==> config.mk <==
export PLATFORM = sky130hd
export DESIGN_NAME = pwm_timer_h
export DESIGN_NICKNAME = d
export VERILOG_FILES = /design/src/rtl/pwm_pkg.sv /design/src/rtl/pwm_prescaler.sv /design/src/rtl/pwm_regs.sv /design/src/rtl/pwm_core.sv /design/src/rtl/pwm_out.sv /design/src/rtl/pwm_timer_h.sv
export SDC_FILE = /design/constraint.sdc
export NUM_CORES = 1
export LEC_CHECK = 0
export ABC_CLOCK_PERIOD_IN_PS = 2600
export BUFFER_PORTS_ARGS = -buffer_cell sky130_fd_sc_hd__buf_2
export CAP_MARGIN = 20
export CORE_MARGIN = 2
export CORE_UTILIZATION = 50
export CTS_BUF_LIST = sky130_fd_sc_hd__clkbuf_4 sky130_fd_sc_hd__clkbuf_8
export CTS_CLUSTER_SIZE = 40
export DETAILED_ROUTE_END_ITERATION = 10
export GPL_TIMING_DRIVEN = 0
export PLACE_DENSITY = 0.7
export SYNTH_ARGS = -nofsm -noshare
export SYNTH_HDL_FRONTEND = slang
export SYNTH_SLANG_ARGS = --single-unit
==> constraint.sdc <==
create_clock -name clk_i -period 2.6 [get_ports clk_i]
set_clock_uncertainty 0.05 [all_clocks]
set_input_delay 0.26 -clock clk_i [delete_from_list [all_inputs] [get_ports clk_i]]
set_output_delay 0.26 -clock clk_i [all_outputs]
set_load 0.05 [all_outputs]
==> src/rtl/pwm_pkg.sv <==
package pwm_pkg;
  localparam logic [1:0] MODE_PWM = 2'b10;
  localparam int unsigned CNT_W = 8;
  localparam int unsigned SEL_W = 3;

  typedef enum logic {
    CMP_CYC  = 1'b0,
    CMP_DUTY = 1'b1
  } cmp_sel_e;
endpackage

==> src/rtl/pwm_prescaler.sv <==
module pwm_prescaler #(
  parameter int unsigned SEL_W = 3
) (
  input  logic             clk_i,
  input  logic             rst_ni,
  input  logic             run_i,
  input  logic [SEL_W-1:0] sel_i,
  output logic             tick_o
);
  localparam int unsigned NUM_TAPS = 1 << SEL_W;
  localparam int unsigned DIV_W    = NUM_TAPS - 1;

  logic [DIV_W-1:0]    div_q;
  logic [NUM_TAPS-1:0] tap;

  always_ff @(posedge clk_i or negedge rst_ni) begin
    if (!rst_ni)     div_q <= '0;
    else if (!run_i) div_q <= '0;
    else             div_q <= div_q + 1'b1;
  end

  // tap k fires when the low k divider bits are all ones
  for (genvar i = 0; i < NUM_TAPS; i++) begin : g_tap
    if (i == 0) begin : g_direct
      assign tap[i] = 1'b1;
    end else begin : g_div
      assign tap[i] = &div_q[i-1:0];
    end
  end

  assign tick_o = run_i & tap[sel_i];
endmodule

==> src/rtl/pwm_regs.sv <==
module pwm_regs #(
  parameter int unsigned CNT_W = 8
) (
  input  logic             clk_i,
  input  logic             rst_ni,
  input  logic             cnt_en_i,
  input  logic             cyc_we_i,
  input  logic [CNT_W-1:0] cyc_wdata_i,
  input  logic             duty_we_i,
  input  logic [CNT_W-1:0] duty_wdata_i,
  output logic [CNT_W-1:0] cyc_o,
  output logic [CNT_W-1:0] duty_o
);
  always_ff @(posedge clk_i or negedge rst_ni) begin
    if (!rst_ni) begin
      cyc_o  <= '1;
      duty_o <= '0;
    end else begin
      if (cyc_we_i && !cnt_en_i) cyc_o <= cyc_wdata_i;
      if (duty_we_i)             duty_o <= duty_wdata_i;
    end
  end
endmodule

==> src/rtl/pwm_core.sv <==
module pwm_core
  import pwm_pkg::*;
#(
  parameter int unsigned CNT_W = 8
) (
  input  logic             clk_i,
  input  logic             rst_ni,
  input  logic             run_i,
  input  logic             tick_i,
  input  logic [CNT_W-1:0] cyc_i,
  input  logic [CNT_W-1:0] duty_i,
  output logic             lvl_o,
  output logic             irq_o,
  output logic [CNT_W-1:0] cnt_o,
  output logic [CNT_W-1:0] duty_act_o
);
  cmp_sel_e         sel_q;
  logic [CNT_W-1:0] cmp_val;
  logic             hit;

  assign cmp_val = (sel_q == CMP_CYC) ? cyc_i : duty_act_o;
  assign hit     = (cnt_o == cmp_val);

  always_ff @(posedge clk_i or negedge rst_ni) begin
    if (!rst_ni) begin
      cnt_o      <= '0;
      sel_q      <= CMP_CYC;
      lvl_o      <= 1'b0;
      irq_o      <= 1'b0;
      duty_act_o <= '0;
    end else begin
      irq_o <= 1'b0;
      if (!run_i) begin
        cnt_o      <= '0;
        sel_q      <= CMP_CYC;
        lvl_o      <= 1'b0;
        duty_act_o <= duty_i;
      end else if (tick_i) begin
        if (hit && sel_q == CMP_CYC) begin
          cnt_o      <= '0;
          lvl_o      <= 1'b1;
          irq_o      <= 1'b1;
          sel_q      <= CMP_DUTY;
          duty_act_o <= duty_i;  // new duty only at period boundary
        end else begin
          cnt_o <= cnt_o + 1'b1;
          if (hit) begin
            lvl_o <= 1'b0;
            sel_q <= CMP_CYC;
          end
        end
      end
    end
  end
endmodule

==> src/rtl/pwm_out.sv <==
module pwm_out (
  input  logic lvl_i,
  input  logic out_en_i,
  input  logic out_inv_i,
  output logic pin_o
);
  always_comb begin
    if (out_en_i) pin_o = lvl_i ^ out_inv_i;
    else          pin_o = out_inv_i;
  end
endmodule

==> src/rtl/pwm_timer_h.sv <==
module pwm_timer_h
  import pwm_pkg::*;
(
  input  logic             clk_i,
  input  logic             rst_ni,
  input  logic             cnt_en_i,
  input  logic [SEL_W-1:0] clk_sel_i,
  input  logic             out_en_i,
  input  logic             out_inv_i,
  input  logic [1:0]       mode_i,
  input  logic             cyc_we_i,
  input  logic [CNT_W-1:0] cyc_wdata_i,
  input  logic             duty_we_i,
  input  logic [CNT_W-1:0] duty_wdata_i,
  output logic             tmr_o,
  output logic             irq_o
);
  logic             run;
  logic             tick;
  logic             lvl;
  logic [CNT_W-1:0] cyc_q;
  logic [CNT_W-1:0] duty_q;
  logic [CNT_W-1:0] cnt_q;
  logic [CNT_W-1:0] duty_act;

  assign run = cnt_en_i && (mode_i == MODE_PWM);

  pwm_prescaler #(.SEL_W(SEL_W)) i_presc (
    .clk_i  (clk_i),
    .rst_ni (rst_ni),
    .run_i  (run),
    .sel_i  (clk_sel_i),
    .tick_o (tick)
  );

  pwm_regs #(.CNT_W(CNT_W)) i_regs (
    .clk_i        (clk_i),
    .rst_ni       (rst_ni),
    .cnt_en_i     (cnt_en_i),
    .cyc_we_i     (cyc_we_i),
    .cyc_wdata_i  (cyc_wdata_i),
    .duty_we_i    (duty_we_i),
    .duty_wdata_i (duty_wdata_i),
    .cyc_o        (cyc_q),
    .duty_o       (duty_q)
  );

  pwm_core #(.CNT_W(CNT_W)) i_core (
    .clk_i      (clk_i),
    .rst_ni     (rst_ni),
    .run_i      (run),
    .tick_i     (tick),
    .cyc_i      (cyc_q),
    .duty_i     (duty_q),
    .lvl_o      (lvl),
    .irq_o      (irq_o),
    .cnt_o      (cnt_q),
    .duty_act_o (duty_act)
  );

  pwm_out i_out (
    .lvl_i     (lvl),
    .out_en_i  (out_en_i),
    .out_inv_i (out_inv_i),
    .pin_o     (tmr_o)
  );
endmodule

==> impl_results.md, run 1 <==
* Ant. Diodes at 0
* EDFF count, synth at 0
* Sum Neg Setup Slack at 0 ns
* Fmax at approximately 400 MHz
* Synthesized area at 0.00237 mm^2
* Sw Share at 25.2%
* Pwr Total at 1490 uW
* Clk_lat worst skew at 0.30 ns
* P_sw at 375 uW
* Combinational share of power at 13.4%
* Hold Buf Count CTS at 0
* Post-synthesis adder-cell area fraction at 2.64%
* Synth Net Count at 266
* Vias in the first global route at 1786
* Area Overhead vs Synth at 14.0%
* Asr flop ratio synth at 100%
* Postcts setup bufs at 0
* Design Area, Final at 0.00270 mm^2
* Die height at 72.8 um
* Num CTS Buffers at 5
* CP arrival at 2.15 ns
* Clock-pin slew on the worst setup and hold paths at 0.08 ns
* Starting Density at 51.1%
* # resized after CTS at 1
* Minimum clock period at between 2 and 2.5 ns
* Leakage power at 0.00115 uW
* Mux contribution to synthesized area at 11.8%
* Final Non-Filler Cells at ~320
* # clock sinks at 41
* Clock Power Share at 36.6%
* Post-Place Cell Area at 0.00257 mm^2
* # rows at 25
* Core area at 0.00463 mm^2
* Largest net degree at the start of global routing at 42
* CP required at between 2 and 2.5 ns
* WL final at 5140 um
* Mean Syn Cell Area at roughly 10 um^2
* Synth unique cells at between 40 and 50
* Primary FF master, synth: dfrtp_1
* Top cells by count, synth: dfrtp_1 (33), nand2_1 (24), nand3_1 (21)
* CP Class: register to primary output
* Unrepaired setup endpoints after global routing: false
* Final nets at between 300 and 400
* Yosys reg bits at between 40 and 50
* PortBufs at 28
* Post-synthesis xor/xnor area fraction at 3.70%
* Avg WL per Cell at between 15 and 20 um
* Vias per Instance at 5.94
* Sequential-to-total area share from yosys stat at 43.8%
* Drt drc at 0
* Top cells by area, synth: dfrtp_1 (35%), dfstp_2 (8.9%), mux2_2 (7.6%), nand3_1 (4.4%), mux2i_1 (4.2%)
* Yosys Warn Count at 0
* Hold crit path type: input pin to async pin
* Final Wtd Congestion at 0.823
* Reg power frac at 50.0%
* Initial antenna violation count at 0
* Post-DRT Antenna Nets at 0
* Final period utilization at between 90% and 100%
* Critical-path maximum fanout at 10
* Drt pass-1 iters at 4
* Top-area cell type share of the netlist area at 34.9%
* Die footprint at 0.00530 mm^2
* Htree depth at 2
* Post-Synth Simple-Gate Area at 21.9%
* Synthesized instance count at 233
* Worst Setup End Kind: primary output
* Setup crit start kind: register
* Largest family of logic cells by synthesized area: simple AND/OR/NAND/NOR gates
* Layout cells sized above 1 at 28.6%
* Synth Area in Compound Gates at 13.0%
* CTS Root Cell: clkbuf_8
* Vias at about 1900
* Initial DRC count at 142
* Internal Power at around 1100 uW
* Setup violators final at 0
* Top-count cell post-synth: dfrtp_1
* Area leader, netlist: dfrtp_1
* Ports at 30
* Dpl cells at 315
* Max-Cap Viols at 0
* Worst VDD drop at 0.319 mV
* PD cells at between 500 and 600 mW/mm^2
* Remaining Overflow, GRT at 0
* CTS tree: yes
* Die Width at 72.8 um
* GRT Overall Usage at a little over a fifth
* Max-slew headroom at 38.9%
* CTS max path bufs at 2
* Final hold violation count at 0
* Status: finished clean
* Pins Over Slew Limit at 0
* Global-route wire length before repair at 8570 um
* Hpwl dp at 3560 um
* Worst slew pin tran at 0.916 ns
## power by group through the flow
stage | clock network (uW) | registers [uW] | logic [uW]
finish | 545 | 743 | 199
global route | 586 | 754 | 224
CTS | 556 | 744 | 200
detailed placement | 0 | 756 | 199
global placement | 0 | 753 | 196
floorplan | 0 | 739 | 138
## metal layers
layer	wire length, um	part of all wire, %	vias up	track usage [%]
li1	-	-	926	-
met1	2320	45	929	27.7
met2	2470	48	58	35.3
met3	272	5.3	6	4.56
met4	65	1.3	0	7.61
met5	0	0	-	0
## registers in the layout (all words and copies together) (netlist names)
register           flops
i_presc.div_q          7
i_core.irq_o           1
i_regs.cyc_o           8
i_core.sel_q           1
i_regs.duty_o          8
i_core.cnt_o           8
i_core.duty_act_o      8
## critical path, cell delays in order (launching register included)
cell and delay, ns:
dfrtp_1 0.37, buf_2 0.27, clkbuf_1 0.39, buf_2 0.31
nand2_1 0.09, xnor2_1 0.13, buf_2 0.28
## metrics by stage
step,util [%],hold slack (ns),setup slack (ns)
finish,58.2,0.0355,0.137
floorplan,-,-0.0856,0.218
detailed placement,55.6,0.402,0.0711
global placement,55.6,0.394,0.0518
global route,58.2,0.118,0.0105
CTS,58.2,0.0738,0.0160
## layout make-up
class                   count  area (um^2)
multi-input cells         174         1250
fillers                   401         1930
flip-flops and latches     41         1040
inverters                   1         3.75
well taps                  54         67.6
clock buffers               7         90.1
repair buffers             28          140
plain buffers              17         73.8
clock inverters             1         30.0
## logic make-up (layout without fill, tap and decap cells)
logic type	count (synthesis)	after routing
AOI/OAI and AO/OA	41	41
xor gates and xnor gates	10	10
adders and majority gates	5	5
DFF	41	41
muxes	26	26
and+or+nand+nor	92	92
buffers and inverters	18	54
## final timing paths
check | to | slack [ns] | from | depth (start not counted)
hold / removal | i_core.cnt_o[6] | 0.04 | rst_ni | 1
min in group clk_i | i_regs.cyc_o[7] | 0.14 | cyc_wdata_i[7] | 2
max in group asynchronous | i_regs.duty_o[2] | 1.88 | rst_ni | 1
setup / recovery | tmr_o | 0.14 | i_core.sel_q | 6
setup reg to reg | i_core.duty_act_o[2] | 0.20 | i_presc.div_q[0] | 10
hold reg to reg | i_presc.div_q[0] | 0.47 | i_presc.div_q[0] | 1
## layout by cell type, fill, tap and decap left out, types with 2 or more instances in the layout
cell / synthesis / layout
or3_1: 5 / 5
clkbuf_8: 0 / 6
nor3_1: 2 / 2
ha_1: 5 / 5
and2_1: 3 / 3
nand3_1: 21 / 21
clkbuf_1: 9 / 8
nor2_1: 5 / 5
buf_2: 6 / 35
nor2b_1: 2 / 2
o31ai_1: 4 / 4
nand2_1: 24 / 24
or4_1: 11 / 11
mux2i_1: 10 / 10
xor2_1: 9 / 9
o2bb2ai_2: 2 / 2
o211ai_1: 8 / 8
a211oi_1: 3 / 3
o21ai_0: 6 / 6
a211oi_2: 2 / 2
a21oi_1: 3 / 3
nand2b_1: 9 / 9
nand4_1: 3 / 3
dfstp_2: 8 / 8
dfrtp_1: 33 / 33
a31oi_1: 8 / 8
mux2_2: 16 / 16
Power figures use the tool's default switching activity.
==> run 2: changes to the inputs <==
CTS_BUF_LIST = not set   (was sky130_fd_sc_hd__clkbuf_4 sky130_fd_sc_hd__clkbuf_8)
SLEW_MARGIN = 20   (was not set)
==> impl_results.md, run 2 (same netlist as run 1, synthesis figures left out) <==
* Status: finished clean
* Pins Over Slew Limit at 0 (unchanged)
* Area Overhead vs Synth at 13.8%
* # rows at 25 (unchanged)
* CP arrival at 2.15 ns (about the same)
* Drt drc at 0 (unchanged)
* Worst VDD drop at 0.305 mV (-4.5%)
* Worst R2R Start: i_presc.div_q[0]
* Final period utilization at 94.8% (about the same)
* Post-DRT Antenna Nets at 0 (unchanged)
* Max-Cap Viols at 0 (unchanged)
* Internal Power at 1100 uW (-0.93%)
* Design Area, Final at 0.00269 mm^2 (-0.14%)
* Max-slew headroom at 38.0% (-0.91 points)
* Starting Density at 51.1% (unchanged)
* Die Width at 72.8 um (unchanged)
* Reg2reg end: i_core.duty_act_o[2]
* Largest net degree at the start of global routing at 42 (unchanged)
* Worst Setup End Kind: primary output
* Reg2Reg Depth at 10 (unchanged)
* Worst Setup SP: i_core.sel_q
* Worst slew pin tran at 0.930 ns (+0.0137 ns)
* Ports at 30 (unchanged)
* Fmax at 406 MHz (about the same)
* Fin Hold WS at 0.0328 ns (-0.00273 ns)
* Critical-path maximum fanout at 10 (unchanged)
* Final hold violation count at 0 (unchanged)
* Unrepaired setup endpoints after global routing: false
* Final nets at 301 (unchanged)
* CTS max path bufs at 2 (unchanged)
* Die height at 72.8 um (unchanged)
* WL final at 5150 um (+0.33%)
* Remaining Overflow, GRT at 0 (unchanged)
* PortBufs at 28 (unchanged)
* CP required at 2.29 ns (about the same)
* Minimum clock period at 2.46 ns (+0.00145 ns)
* Critical path endpoint: tmr_o
* Commonest non-fill, non-tap cell in the layout: buf_2
* Clock-pin slew on the worst setup and hold paths at 0.08 ns (about the same)
* Layout cells sized above 1 at 28.3% (-0.37 points)
* Final Wtd Congestion at 0.823 (unchanged)
* Leakage power at 0.00114 uW (-0.30%)
* PD cells at 549 mW/mm^2 (-0.45%)
* Initial antenna violation count at 0 (unchanged)
* # clock sinks at 41 (unchanged)
* Avg WL per Cell at 16.0 um (+0.33%)
* Clk_lat worst skew at 0.30 ns (about the same)
* Drt pass-1 iters at 4 (unchanged)
* Sum Neg Setup Slack at 0 ns (unchanged)
* Multi-input logic area at 0.00125 mm^2 (unchanged)
* CTS tree: yes
* Combinational share of power at 13.5% (about the same)
* Hold crit path type: input pin to async pin
* Storage cell area at 0.00104 mm^2 (unchanged)
* Hpwl dp at 3560 um (unchanged)
* Reg power frac at 50.2% (+0.2 points)
* Global-route wire length before repair at 8570 um (unchanged)
* Post-Place Cell Area at 0.00257 mm^2 (unchanged)
* Pwr Total at 1480 uW (-0.59%)
* GRT Overall Usage at 21.3% (unchanged)
* Vias per Instance at 5.94 (about the same)
* Die footprint at 0.00530 mm^2 (unchanged)
* Final Non-Filler Cells at 323 (unchanged)
* Hold Buf Count CTS at 0 (unchanged)
* Clock Power Share at 36.3% (-0.3 points)
* Ant. Diodes at 0 (unchanged)
* Dpl cells at 315 (unchanged)
* CP Class: register to primary output
* CTS Root Cell: clkbuf_8
* Sw Share at 25.4% (+0.26 points)
* Setup violators final at 0 (unchanged)
* Vias at 1920 (+0.052%)
* Vias in the first global route at 1786 (unchanged)
* Setup crit start kind: register
* Postcts setup bufs at 0 (unchanged)
* Initial DRC count at 145 (+2.1%)
* Register-to-Register Setup Slack at 0.18 ns (-0.02 ns)
* P_sw at 376 uW (+0.45%)
* Most frequent cells in the layout: buf_2 (35), dfrtp_1 (33), nand2_1 (24), nand3_1 (21), mux2_2 (16)
* Core area at 0.00463 mm^2 (unchanged)
* Fill cells at 403 (+0.50%)
* Num CTS Buffers at 5 (unchanged)
* Htree depth at 2 (unchanged)
==> run 2: cell count changes in the layout (fill, tap and decap cells not counted) <==
cell      change
clkbuf_4      -1
clkbuf_1      +1
==> run 2: cell type report <==
type	count	area share [%]
clock inverter	1	1.12
buffer	17	2.74
timing repair buffer	28	5.20
inverter	1	0.139
multi-input combinational	174	46.6
clock buffer	7	3.21
sequential	41	38.5
tap	54	2.51
==> run 2: metal layers <==
layer	vias to the layer above	track usage (%)	share of wire, %
met2	59	35.3	48
met3	7	4.56	6.1
li1	928	-	-
met5	-	0	0
met1	926	27.7	45
met4	0	7.61	1.3
==> run 2: repair_timing <==
item                                    CTS  global route
endpoints found under the hold margin     0             0
cloned                                    0             0
gates resized for setup                   1             2
endpoints found under the setup margin    1             9
pin swaps                                 0             0
==> run 2: worst max-delay path: stages (launching register included) <==
cell	delay (ns)
dfrtp_1	0.37
buf_2	0.27
clkbuf_1	0.39
buf_2	0.31
nand2_1	0.09
xnor2_1	0.13
buf_2	0.28
==> run 2: power by group through the flow <==
stage	Clock, uW	Sequential, uW	Combinational [uW]
3_3_place_gp	0	753	196
4_1_cts	545	744	200
3_5_place_dp	0	756	199
2_1_floorplan	0	739	138
5_1_grt	576	754	225
6_report	536	743	200
==> run 2: through the flow <==
stage / util, % / worst slack (ns)
after global routing: 58.2 / 0.0105
final: 58.2 / 0.135
after floorplan: - / 0.218
after CTS: 58.1 / 0.0159
after global placement: 55.6 / 0.0518
after detailed placement: 55.6 / 0.0711
==> run 2: worst min path at each step <==
stage,end,cells past startpoint
6_report,i_core.cnt_o[6],1
5_1_grt,i_presc.div_q[6],1
4_1_cts,i_core.cnt_o[6],1
3_5_place_dp,i_core.cnt_o[6],1
3_3_place_gp,i_core.cnt_o[6],1
2_1_floorplan,i_core.cnt_o[0],0
==> run 3: changes to the inputs <==
ABC_CLOCK_PERIOD_IN_PS = 3030   (was 2600)
clock period = 3.03 ns   (was 2.6 ns; I/O delays follow)
==> impl_results.md, run 3 (same netlist as run 1, synthesis figures left out) <==
* P_sw at 323 uW (-14%)
* # rows at 25 (unchanged)
* Final hold violation count at 0 (unchanged)
* Storage cell area at 0.00104 mm^2 (unchanged)
* Drt drc at 0 (unchanged)
* Initial antenna violation count at 0 (unchanged)
* Setup violators final at 0 (unchanged)
* Die Width at 72.8 um (unchanged)
* Avg WL per Cell at 16.0 um (about the same)
* Hold Buf Count CTS at 0 (unchanged)
* Fill cells at 405 (+0.50%)
* Multi-input logic area at 0.00125 mm^2 (unchanged)
* Reg power frac at 50.2% (about the same)
* Sw Share at 25.4% (about the same)
* Area Overhead vs Synth at 13.7% (about the same)
* GRT Overall Usage at 21.3% (unchanged)
* CP cell instances: buf_2, clkbuf_1, buf_1, nand2_1, xnor2_1, buf_2
* Fin Hold WS at 0.0758 ns (+0.0430 ns)
* Final nets at 301 (unchanged)
* CP arrival at 2.32 ns (+0.17 ns)
* Htree depth at 2 (unchanged)
* WL final at 5150 um (about the same)
* Commonest non-fill, non-tap cell in the layout: buf_2
* Setup crit start kind: register
* Remaining Overflow, GRT at 0 (unchanged)
* Critical-path maximum fanout at 10 (unchanged)
* Minimum clock period at 2.67 ns
* Worst VDD drop at 0.262 mV (-14%)
* Clock-pin slew on the worst setup and hold paths at 0.08 ns (about the same)
* Clock Power Share at 36.3% (about the same)
* Pins Over Slew Limit at 0 (unchanged)
* Critical Path Max Stage Delay at 0.42 ns (+0.03 ns)
* CP Class: register to primary output
* Ant. Diodes at 0 (unchanged)
* Vias in the first global route at 1786 (unchanged)
* Most frequent cells in the layout: buf_2 (34), dfrtp_1 (33), nand2_1 (24), nand3_1 (21), mux2_2 (16)
* CTS Root Cell: clkbuf_8
* Fmax at 375 MHz
* Postcts setup bufs at 0 (unchanged)
* Die height at 72.8 um (unchanged)
* Starting Density at 51.1% (unchanged)
* Cell family with most CP delay: buffers and inverters
* Max stage delay cell, worst path: buf_1
* Max-slew headroom at 38.0% (about the same)
* Status: finished clean
* CP required at 2.68 ns (+0.39 ns)
* Vias at 1921 (+0.052%)
* Internal Power at 946 uW (-14%)
* Hpwl dp at 3560 um (unchanged)
* Sum Neg Setup Slack at 0 ns (unchanged)
* Pwr Total at 1270 uW (-14%)
* Core area at 0.00463 mm^2 (unchanged)
* Unrepaired setup endpoints after global routing: false
* Hold crit path type: input pin to async pin
* Initial DRC count at 145 (unchanged)
* Combinational share of power at 13.5% (about the same)
* CTS tree: yes
* Drt pass-1 iters at 4 (unchanged)
* Largest net degree at the start of global routing at 42 (unchanged)
* Final Wtd Congestion at 0.823 (unchanged)
* Layout cells sized above 1 at 27.5% (-0.74 points)
* # resized after CTS at 0 (-1)
* Leakage power at 0.00114 uW (-0.63%)
* Register-to-Register Setup Slack at 0.44 ns (+0.26 ns)
* PortBufs at 28 (unchanged)
* Die footprint at 0.00530 mm^2 (unchanged)
* Global-route wire length before repair at 8570 um (unchanged)
* CTS max path bufs at 2 (unchanged)
* # clock sinks at 41 (unchanged)
* Ports at 30 (unchanged)
* Worst slew pin tran at 0.930 ns (+0.0000666 ns)
* Clk_lat worst skew at 0.30 ns (about the same)
* PD cells at 472 mW/mm^2 (-14%)
* Max-Cap Viols at 0 (unchanged)
* Num CTS Buffers at 5 (unchanged)
* Post-DRT Antenna Nets at 0 (unchanged)
* Worst Setup End Kind: primary output
* Vias per Instance at 5.95 (about the same)
* CP bufs+invs at 4 (unchanged)
* Most common cell on crit path: buf_2
* Final period utilization at roughly nine tenths
## run 3: cell counts in the layout (fill, tap and decap cells not counted)
No cell type changed its count.
## run 3: final timing paths
| kind | endpoint | cells after the start | from |
|---|---|---|---|
| worst min-delay path | i_core.cnt_o[6] | 1 | rst_ni |
| worst max register to register | i_core.duty_act_o[2] | 10 | i_presc.div_q[0] |
| worst min register to register | i_presc.div_q[0] | 1 | i_presc.div_q[0] |
| worst max-delay path | tmr_o | 6 | i_core.sel_q |
| max in group asynchronous | i_regs.duty_o[4] | 1 | rst_ni |
| min in group clk_i | i_regs.cyc_o[7] | 2 | cyc_wdata_i[7] |
## run 3: through the flow
stage	std cells	utilization, %	worst slack [ns]	area [um^2]
after floorplan	233	-	0.605	2370
after global placement	315	55.6	0.482	2570
after detailed placement	315	55.6	0.501	2570
after CTS	323	58.1	0.340	2690
after global routing	323	58.1	0.209	2690
final	323	58.1	0.362	2690
## run 3: cell type report
type	instances	area share [%]
Buffer	17	2.65
Clock buffer	7	3.21
Clock inverter	1	1.12
Inverter	1	0.140
Multi-Input combinational cell	174	46.7
Sequential cell	41	38.5
Tap cell	54	2.51
Timing Repair Buffer	28	5.21
## run 3: per-layer routing
layer	global-route usage [%]	part of all wire, %
met2	35.3	48
met4	7.61	1.3
met1	27.7	45
met3	4.56	6.1
met5	0	0
## run 3: power groups by stage
stage / Combinational, uW / Clock, uW / Sequential, uW
after global placement: 168 / 0 / 646
after detailed placement: 171 / 0 / 649
after CTS: 171 / 468 / 638
after floorplan: 118 / 0 / 634
final: 171 / 460 / 638
after global routing: 192 / 494 / 647
## run 3: worst reg2reg max path, stage by stage, from the launching register on
cell       delay [ns]
dfrtp_1          0.43
ha_1             0.26
and3_2           0.22
ha_1             0.17
nand2_1          0.06
a21o_1           0.16
o2bb2ai_2        0.21
buf_2            0.28
clkbuf_1         0.41
a31oi_1          0.14
nand3_1          0.12
